--- src/rtl/scanlen_pkg.sv ---
package scanlen_pkg;

   typedef enum logic [3:0] {
      ST_IDLE,
      ST_RST,
      ST_RTI,
      ST_HDR,
      ST_FLUSH,
      ST_ONES,
      ST_LOAD,
      ST_EXIT,
      ST_UPD,
      ST_END
   } st_e;

   typedef enum logic [1:0] {
      PH_IR,
      PH_LOAD,
      PH_DR
   } ph_e;

   localparam int unsigned RESET_TCKS = 5;
   localparam int unsigned HDR_IR_LEN = 4;   // 1,1,0,0 : idle -> Shift-IR
   localparam int unsigned HDR_DR_LEN = 3;   // 1,0,0   : idle -> Shift-DR

   function automatic int unsigned umax(input int unsigned a, input int unsigned b);
      return (a > b) ? a : b;
   endfunction

endpackage

--- src/rtl/scanlen_tck_gen.sv ---
module scanlen_tck_gen (
   input  logic clk,
   input  logic rst_n,
   input  logic run,
   output logic tck,
   output logic rise,
   output logic fall
);

   logic tck_q;

   always_ff @(posedge clk or negedge rst_n) begin
      if (!rst_n) tck_q <= 1'b0;
      else        tck_q <= run ? ~tck_q : 1'b0;
   end

   assign tck  = tck_q;
   assign rise = run & ~tck_q;
   assign fall = run & tck_q;

endmodule

--- src/rtl/scanlen_capture.sv ---
module scanlen_capture #(
   parameter int unsigned W  = 4,
   parameter int unsigned VW = 8
) (
   input  logic          clk,
   input  logic          rst_n,
   input  logic          clr,
   input  logic          ld,
   input  logic [VW-1:0] val,
   output logic [W-1:0]  q
);

   always_ff @(posedge clk or negedge rst_n) begin
      if (!rst_n)   q <= '0;
      else if (clr) q <= '0;
      else if (ld)  q <= W'(val);
   end

endmodule

--- src/rtl/scanlen_ctrl.sv ---
module scanlen_ctrl
   import scanlen_pkg::*;
#(
   parameter int unsigned IR_MAX = 32,
   parameter int unsigned DR_MAX = 4096,
   parameter int unsigned IRW    = 6,
   parameter int unsigned CW     = 13
) (
   input  logic           clk,
   input  logic           rst_n,
   input  logic           start,
   input  logic           rise,
   input  logic           fall,
   input  logic           tdo,
   input  logic [IRW-1:0] ir_len,
   output logic           run,
   output logic           tms,
   output logic           tdi,
   output logic           done,
   output logic           clr,
   output logic           ir_ld,
   output logic           dr_ld,
   output logic [CW-1:0]  cnt_o,
   output logic           err_timeout,
   output logic           err_short
);

   localparam logic [CW-1:0] IR_B    = CW'(IR_MAX);
   localparam logic [CW-1:0] DR_B    = CW'(DR_MAX);
   localparam logic [CW-1:0] RST_END = CW'(RESET_TCKS - 1);

   st_e           st;
   ph_e           ph;
   logic [CW-1:0] cnt;
   logic [CW-1:0] bound;
   logic [CW-1:0] hdr_end;
   logic [CW-1:0] load_end;
   logic          tms_nx;
   logic          tdi_nx;
   logic          hit;

   assign bound    = (ph == PH_DR) ? DR_B : IR_B;
   assign hdr_end  = (ph == PH_DR) ? CW'(HDR_DR_LEN - 1) : CW'(HDR_IR_LEN - 1);
   assign load_end = CW'(ir_len) - CW'(1);
   assign hit      = rise && (st == ST_ONES) && tdo;

   always_comb begin
      tms_nx = 1'b0;
      tdi_nx = 1'b0;
      unique case (st)
         ST_RST:   tms_nx = 1'b1;
         ST_HDR:   tms_nx = (ph == PH_DR) ? (cnt == '0) : (cnt < CW'(2));
         ST_LOAD:  tms_nx = (cnt == load_end);
         ST_ONES:  tdi_nx = 1'b1;
         ST_EXIT:  tms_nx = 1'b1;
         ST_UPD:   tms_nx = 1'b1;
         default:  tms_nx = 1'b0;
      endcase
   end

   always_ff @(posedge clk or negedge rst_n) begin
      if (!rst_n) begin
         st          <= ST_IDLE;
         ph          <= PH_IR;
         cnt         <= '0;
         tms         <= 1'b0;
         tdi         <= 1'b0;
         done        <= 1'b0;
         err_timeout <= 1'b0;
         err_short   <= 1'b0;
      end else begin
         done <= 1'b0;
         if (st == ST_IDLE) begin
            if (start) begin
               st          <= ST_RST;
               ph          <= PH_IR;
               cnt         <= '0;
               tms         <= 1'b1;
               tdi         <= 1'b0;
               err_timeout <= 1'b0;
               err_short   <= 1'b0;
            end
         end else begin
            if (fall) begin
               tms <= tms_nx;
               tdi <= tdi_nx;
            end
            if (rise) begin
               unique case (st)
                  ST_RST: begin
                     if (cnt == RST_END) begin
                        st  <= ST_RTI;
                        cnt <= '0;
                     end else cnt <= cnt + CW'(1);
                  end
                  ST_RTI: begin
                     st  <= ST_HDR;
                     cnt <= '0;
                  end
                  ST_HDR: begin
                     if (cnt == hdr_end) begin
                        st  <= (ph == PH_LOAD) ? ST_LOAD : ST_FLUSH;
                        cnt <= '0;
                     end else cnt <= cnt + CW'(1);
                  end
                  ST_FLUSH: begin
                     if (cnt == bound - CW'(1)) begin
                        st  <= ST_ONES;
                        cnt <= '0;
                     end else cnt <= cnt + CW'(1);
                  end
                  ST_ONES: begin
                     if (tdo) begin
                        st <= ST_EXIT;
                        if (ph == PH_IR && cnt < CW'(2)) err_short <= 1'b1;
                     end else if (cnt == bound) begin
                        st          <= ST_EXIT;
                        err_timeout <= 1'b1;
                     end else cnt <= cnt + CW'(1);
                  end
                  ST_LOAD: begin
                     if (cnt == load_end) begin
                        st  <= ST_UPD;
                        cnt <= '0;
                     end else cnt <= cnt + CW'(1);
                  end
                  ST_EXIT: st <= ST_UPD;
                  ST_UPD:  st <= ST_END;
                  ST_END: begin
                     cnt <= '0;
                     unique case (ph)
                        PH_IR: begin
                           if (err_timeout || err_short) begin
                              st   <= ST_IDLE;
                              done <= 1'b1;
                           end else begin
                              st <= ST_RST;
                              ph <= PH_LOAD;
                           end
                        end
                        PH_LOAD: begin
                           st <= ST_HDR;
                           ph <= PH_DR;
                        end
                        default: begin
                           st   <= ST_IDLE;
                           done <= 1'b1;
                        end
                     endcase
                  end
                  default: st <= ST_IDLE;
               endcase
            end
         end
      end
   end

   assign run   = (st != ST_IDLE);
   assign clr   = (st == ST_IDLE) && start;
   assign ir_ld = hit && (ph == PH_IR);
   assign dr_ld = hit && (ph == PH_DR);
   assign cnt_o = cnt;

endmodule

--- src/rtl/scanlen_probe.sv ---
module scanlen_probe
   import scanlen_pkg::*;
#(
   parameter int unsigned IR_MAX = 32,
   parameter int unsigned DR_MAX = 4096
) (
   input  logic                          clk,
   input  logic                          rst_n,
   input  logic                          start,
   output logic                          busy,
   output logic                          done,
   output logic [$clog2(IR_MAX+1)-1:0]   ir_len,
   output logic [$clog2(DR_MAX+1)-1:0]   dr_len,
   output logic                          err_timeout,
   output logic                          err_short,
   output logic                          tck,
   output logic                          tms,
   output logic                          tdi,
   input  logic                          tdo
);

   localparam int unsigned IRW = $clog2(IR_MAX + 1);
   localparam int unsigned DRW = $clog2(DR_MAX + 1);
   localparam int unsigned BIG = umax(umax(IR_MAX, DR_MAX), 8);
   localparam int unsigned CW  = $clog2(BIG + 2);

   generate
      if (IR_MAX < 2) begin : g_bad_ir
         $error("scanlen_probe: IR_MAX must be at least 2");
      end
      if (DR_MAX < 1) begin : g_bad_dr
         $error("scanlen_probe: DR_MAX must be at least 1");
      end
   endgenerate

   logic          run;
   logic          rise;
   logic          fall;
   logic          clr;
   logic          ir_ld;
   logic          dr_ld;
   logic [CW-1:0] cnt;

   scanlen_tck_gen u_tck (
      .clk   (clk),
      .rst_n (rst_n),
      .run   (run),
      .tck   (tck),
      .rise  (rise),
      .fall  (fall)
   );

   scanlen_ctrl #(
      .IR_MAX (IR_MAX),
      .DR_MAX (DR_MAX),
      .IRW    (IRW),
      .CW     (CW)
   ) u_ctrl (
      .clk         (clk),
      .rst_n       (rst_n),
      .start       (start),
      .rise        (rise),
      .fall        (fall),
      .tdo         (tdo),
      .ir_len      (ir_len),
      .run         (run),
      .tms         (tms),
      .tdi         (tdi),
      .done        (done),
      .clr         (clr),
      .ir_ld       (ir_ld),
      .dr_ld       (dr_ld),
      .cnt_o       (cnt),
      .err_timeout (err_timeout),
      .err_short   (err_short)
   );

   scanlen_capture #(.W(IRW), .VW(CW)) u_ir_cap (
      .clk   (clk),
      .rst_n (rst_n),
      .clr   (clr),
      .ld    (ir_ld),
      .val   (cnt),
      .q     (ir_len)
   );

   scanlen_capture #(.W(DRW), .VW(CW)) u_dr_cap (
      .clk   (clk),
      .rst_n (rst_n),
      .clr   (clr),
      .ld    (dr_ld),
      .val   (cnt),
      .q     (dr_len)
   );

   assign busy = run;

endmodule

--- config.mk ---
export PLATFORM = sky130hd
export DESIGN_NAME = scanlen_probe
export DESIGN_NICKNAME = d
export VERILOG_FILES = /design/src/rtl/scanlen_pkg.sv /design/src/rtl/scanlen_tck_gen.sv /design/src/rtl/scanlen_capture.sv /design/src/rtl/scanlen_ctrl.sv /design/src/rtl/scanlen_probe.sv
export SDC_FILE = /design/constraint.sdc
export NUM_CORES = 1
export LEC_CHECK = 0
export CELL_PAD_IN_SITES_DETAIL_PLACEMENT = 1
export CELL_PAD_IN_SITES_GLOBAL_PLACEMENT = 1
export CORE_ASPECT_RATIO = 1.2
export CORE_MARGIN = 4
export CORE_UTILIZATION = 38
export CTS_CLUSTER_SIZE = 20
export DETAILED_ROUTE_END_ITERATION = 6
export PLACE_DENSITY_LB_ADDON = 0.1
export SETUP_SLACK_MARGIN = 0.1
export SYNTH_ARGS = -nofsm -noshare
export SYNTH_HDL_FRONTEND = slang
export SYNTH_SLANG_ARGS = --single-unit
--- constraint.sdc ---
create_clock -name clk -period 2.78 [get_ports clk]
set_input_delay 0.417 -clock clk [delete_from_list [all_inputs] [get_ports clk]]
set_output_delay 0.417 -clock clk [all_outputs]
set_load 0.1 [all_outputs]
==> impl_results.md <==
* Worst R2R Setup Slack at 0.16 ns
* Largest net degree at the start of global routing at 28
* Sw power at 0.002074 W
* Worst slew pin tran at 0.8692 ns
* Clock buffer count from CTS at 5
* FF-to-FF Start: u_ir_cap.q[0]$_DFFE_PN0P_
* Hold Fails Final Rpt at 0
* Kind of critical path: flop to flop
* Setup TNS at 0 ns
* CTS sink cnt at 44
* WL final at 9165 µm
* Port Buf Inserts at 29
* Clock buffer depth at 2
* CTS tree: yes
* Area grow syn2layout at 24.91%
* Worst reg-to-reg path cell count at 9
* DRT antenna net count at 0
* Max VDD drop at 0.0005299 V
* Final setup fails at 0
* Final period utilization at 0.9419
* Sw frac at 0.5210
* CP max FO at 3
* Via count at 2,781
* Clock latency on the worst-skew pair at 0.31 ns
* CTS root buffer: clkbuf_8
* Fill cell count at 829
* Top cells by area, synth: dfrtp_1 41%, nor2_1 7.5%, nand2_1 4.5%, nand3_1 3.3%, nor3_1 3.2%
* Status: completed
* Row count at 33
* Commonest non-fill, non-tap cells in the layout: 54 x nor2_1, 54 x buf_4, 38 x dfrtp_1, 32 x nand2_1, 18 x nand3_1
* Leakage at 1.535 nW
* Startpoint Class: flop
* Final slew viol count at 0
* Boundary Pins at 30
* Ys flop type: dfrtp_1
* CTS H-Tree Depth at 2
* Die X at 84.92 µm
* EDFF count, synth at 0
* FF+latch count, synth at 44
* Initial antenna violation count at 0
* Mapped Avg Cell Area at 8.029 µm²
* Final min period at 2.619 ns
* R2R Path End: u_ctrl.st[2]$_DFFE_PN0P_
* Worst clock skew at 0.006758 ns
* Total track usage at 0.2196
* HPWL Detailed at 6562 µm
* Sequential Power Share at 0.250
* Max Clock Freq at 0.3819 GHz
* Die Footprint at 8517 µm²
* Die Y at 100.3 µm
* Async SR Flop Fraction at 1.000
* # hold bufs at CTS at 0
* Syn. warnings at 0
* Sequential element share of the synthesized area at 0.4082
* Number of global-route vias before repair at 2,739
* Mapped Area at 2698 µm²
* Nets at 389
* Max_cap viols at 0
* Int Pwr at 0.001907 W
* Synth top area share at 0.4082
* Core area at 6854 µm²
* 1st-pass router iterations at 4
* First-pass GRT wire length at 14,640 µm
* Crit end category: flop
* DR iter-0 viols at 123
* Worst min-delay path class: primary input to asynchronous set/reset pin
* Logic pwr share at 0.616
* Cells after Synth at 336
* Grt ovf at 0
* Unrepaired setup endpoints after global routing: true
* Yosys cell types at 55
* Antenna fix cells at 0
* Post-DR wirelength/cell at 19.50 µm
* Detail-routed via count per cell at 5.917
* Starting density of the core at 0.3936
* Critical path arrival at 2.81 ns
* Share of cells above drive strength 1 at 0.2402
* Detailed-route DRC error count at 0
* Synthesized net count at 343
* Slew HR at 0.4156
* Final Wtd Congestion at 0.8328
* CP required at 2.97 ns
* Power density cells at 1181 nW/µm²
* Clock share of power at 0.134
* Leading area contributor after synthesis: dfrtp_1
* Finished Core Util at 0.4916
* Clock transition at path regs at 0.10 ns
-- registers in the layout (all words and copies together) (netlist names) --
register	count
u_dr_cap.q	13
u_ctrl.done	1
u_ctrl.err_short	1
u_ctrl.err_timeout	1
u_ctrl.tms	1
u_ctrl.ph	2
u_tck.tck	1
u_ctrl.cnt_o	13
u_ir_cap.q	6
u_ctrl.st	4
u_ctrl.tdi	1
-- through the flow --
stage	area, µm²	power, W	worst slack (ns)	cells	hold WS [ns]
6_report	3369	0.003980	0.1614	470	0.05632
5_1_grt	3369	0.004197	0.08516	470	0.08605
4_1_cts	3317	0.003892	0.08842	468	0.06719
3_5_place_dp	3143	0.003230	0.03828	455	0.4084
3_3_place_gp	3143	0.003185	0.1039	455	0.3902
2_1_floorplan	2721	0.002550	0.1001	336	0.1214
-- cells by family after synthesis --
kind of cell	share of synthesized area
xor gates and xnor gates	0.02922
adders and majority gates	0.01763
DFF	0.4082
muxes	0.01855
buffers and inverters	0.05334
and+or+nand+nor	0.2857
AOI/OAI and AO/OA	0.1874
-- what timing repair did --
item | CTS | global route
pin swaps | 6 | 8
cloned | 0 | 1
setup buffers | 5 | 1
endpoints found under the hold margin | 0 | 0
gates resized for setup | 4 | 11
endpoints found under the setup margin | 5 | 18
-- synthesized netlist by cell type (all sizes together), types with 2 or more instances --
cell type	count
o31ai	4
nor2b	8
a41oi	2
inv	17
clkbuf	16
nand4	3
or2	4
xor2	3
nor4	6
buf	4
xnor2	6
o21ai	18
ha	3
dfrtp	44
o211ai	2
nor3	17
and2	2
nand3	18
nand2b	4
mux2i	5
a21oi	16
nor3b	2
nand2	33
a31oi	6
a32oi	2
o22ai	10
a211oi	2
a2bb2oi	3
nand4b	2
nor2	54
-- worst max-delay path, stage by stage (launching register included) --
cell,delay [ns]
dfrtp_4,0.50
inv_2,0.07
ha_4,0.13
or4b_4,0.48
nor4_4,0.20
a32oi_2,0.09
a211oi_2,0.35
o21ai_2,0.11
or2_4,0.26
a221o_1,0.32
-- worst max path at each step --
stage / cells past startpoint / end / slack [ns] / startpoint
2_1_floorplan: 9 / u_ctrl.st[2]$_DFFE_PN0P_ / 0.10 / u_ir_cap.q[1]$_DFFE_PN0P_
3_3_place_gp: 9 / u_ctrl.cnt_o[6]$_DFFE_PN0P_ / 0.10 / u_ctrl.cnt_o[3]$_DFFE_PN0P_
3_5_place_dp: 9 / u_ctrl.st[2]$_DFFE_PN0P_ / 0.04 / u_ir_cap.q[1]$_DFFE_PN0P_
4_1_cts: 10 / u_ctrl.st[0]$_DFFE_PN0P_ / 0.09 / u_ir_cap.q[0]$_DFFE_PN0P_
5_1_grt: 9 / u_ctrl.st[2]$_DFFE_PN0P_ / 0.09 / u_ir_cap.q[0]$_DFFE_PN0P_
6_report: 9 / u_ctrl.st[2]$_DFFE_PN0P_ / 0.16 / u_ir_cap.q[0]$_DFFE_PN0P_
-- per-layer routing --
metal / track usage / vias to the layer above / wire [µm]
li1: - / 1282 / -
met1: 0.2796 / 1410 / 4011
met2: 0.3864 / 71 / 4621
met3: 0.02791 / 18 / 322
met4: 0.06943 / 0 / 209
met5: 0 / - / 0
-- power groups by stage --
| stage | clock [W] | sequential (W) | combinational (W) |
|---|---|---|---|
| 5_1_grt | 0.000562 | 0.00101 | 0.00262 |
| 3_3_place_gp | 0 | 0.000997 | 0.00219 |
| 3_5_place_dp | 0 | 0.00101 | 0.00222 |
| 4_1_cts | 0.000546 | 0.000988 | 0.00236 |
| 2_1_floorplan | 0 | 0.00139 | 0.00116 |
| 6_report | 0.000534 | 0.000994 | 0.00245 |
-- area by class of cell --
| type | instances | area (µm²) | area share |
|---|---|---|---|
| inverters | 17 | 63.81 | 0.01894 |
| repair buffers | 59 | 446.7 | 0.1326 |
| clock inverters | 3 | 46.29 | 0.01374 |
| flip-flops and latches | 44 | 1114 | 0.3305 |
| clock buffers | 5 | 68.82 | 0.02042 |
| multi-input cells | 255 | 1521 | 0.4515 |
| well taps | 87 | 108.9 | 0.03231 |
Power figures use the tool's default switching activity.
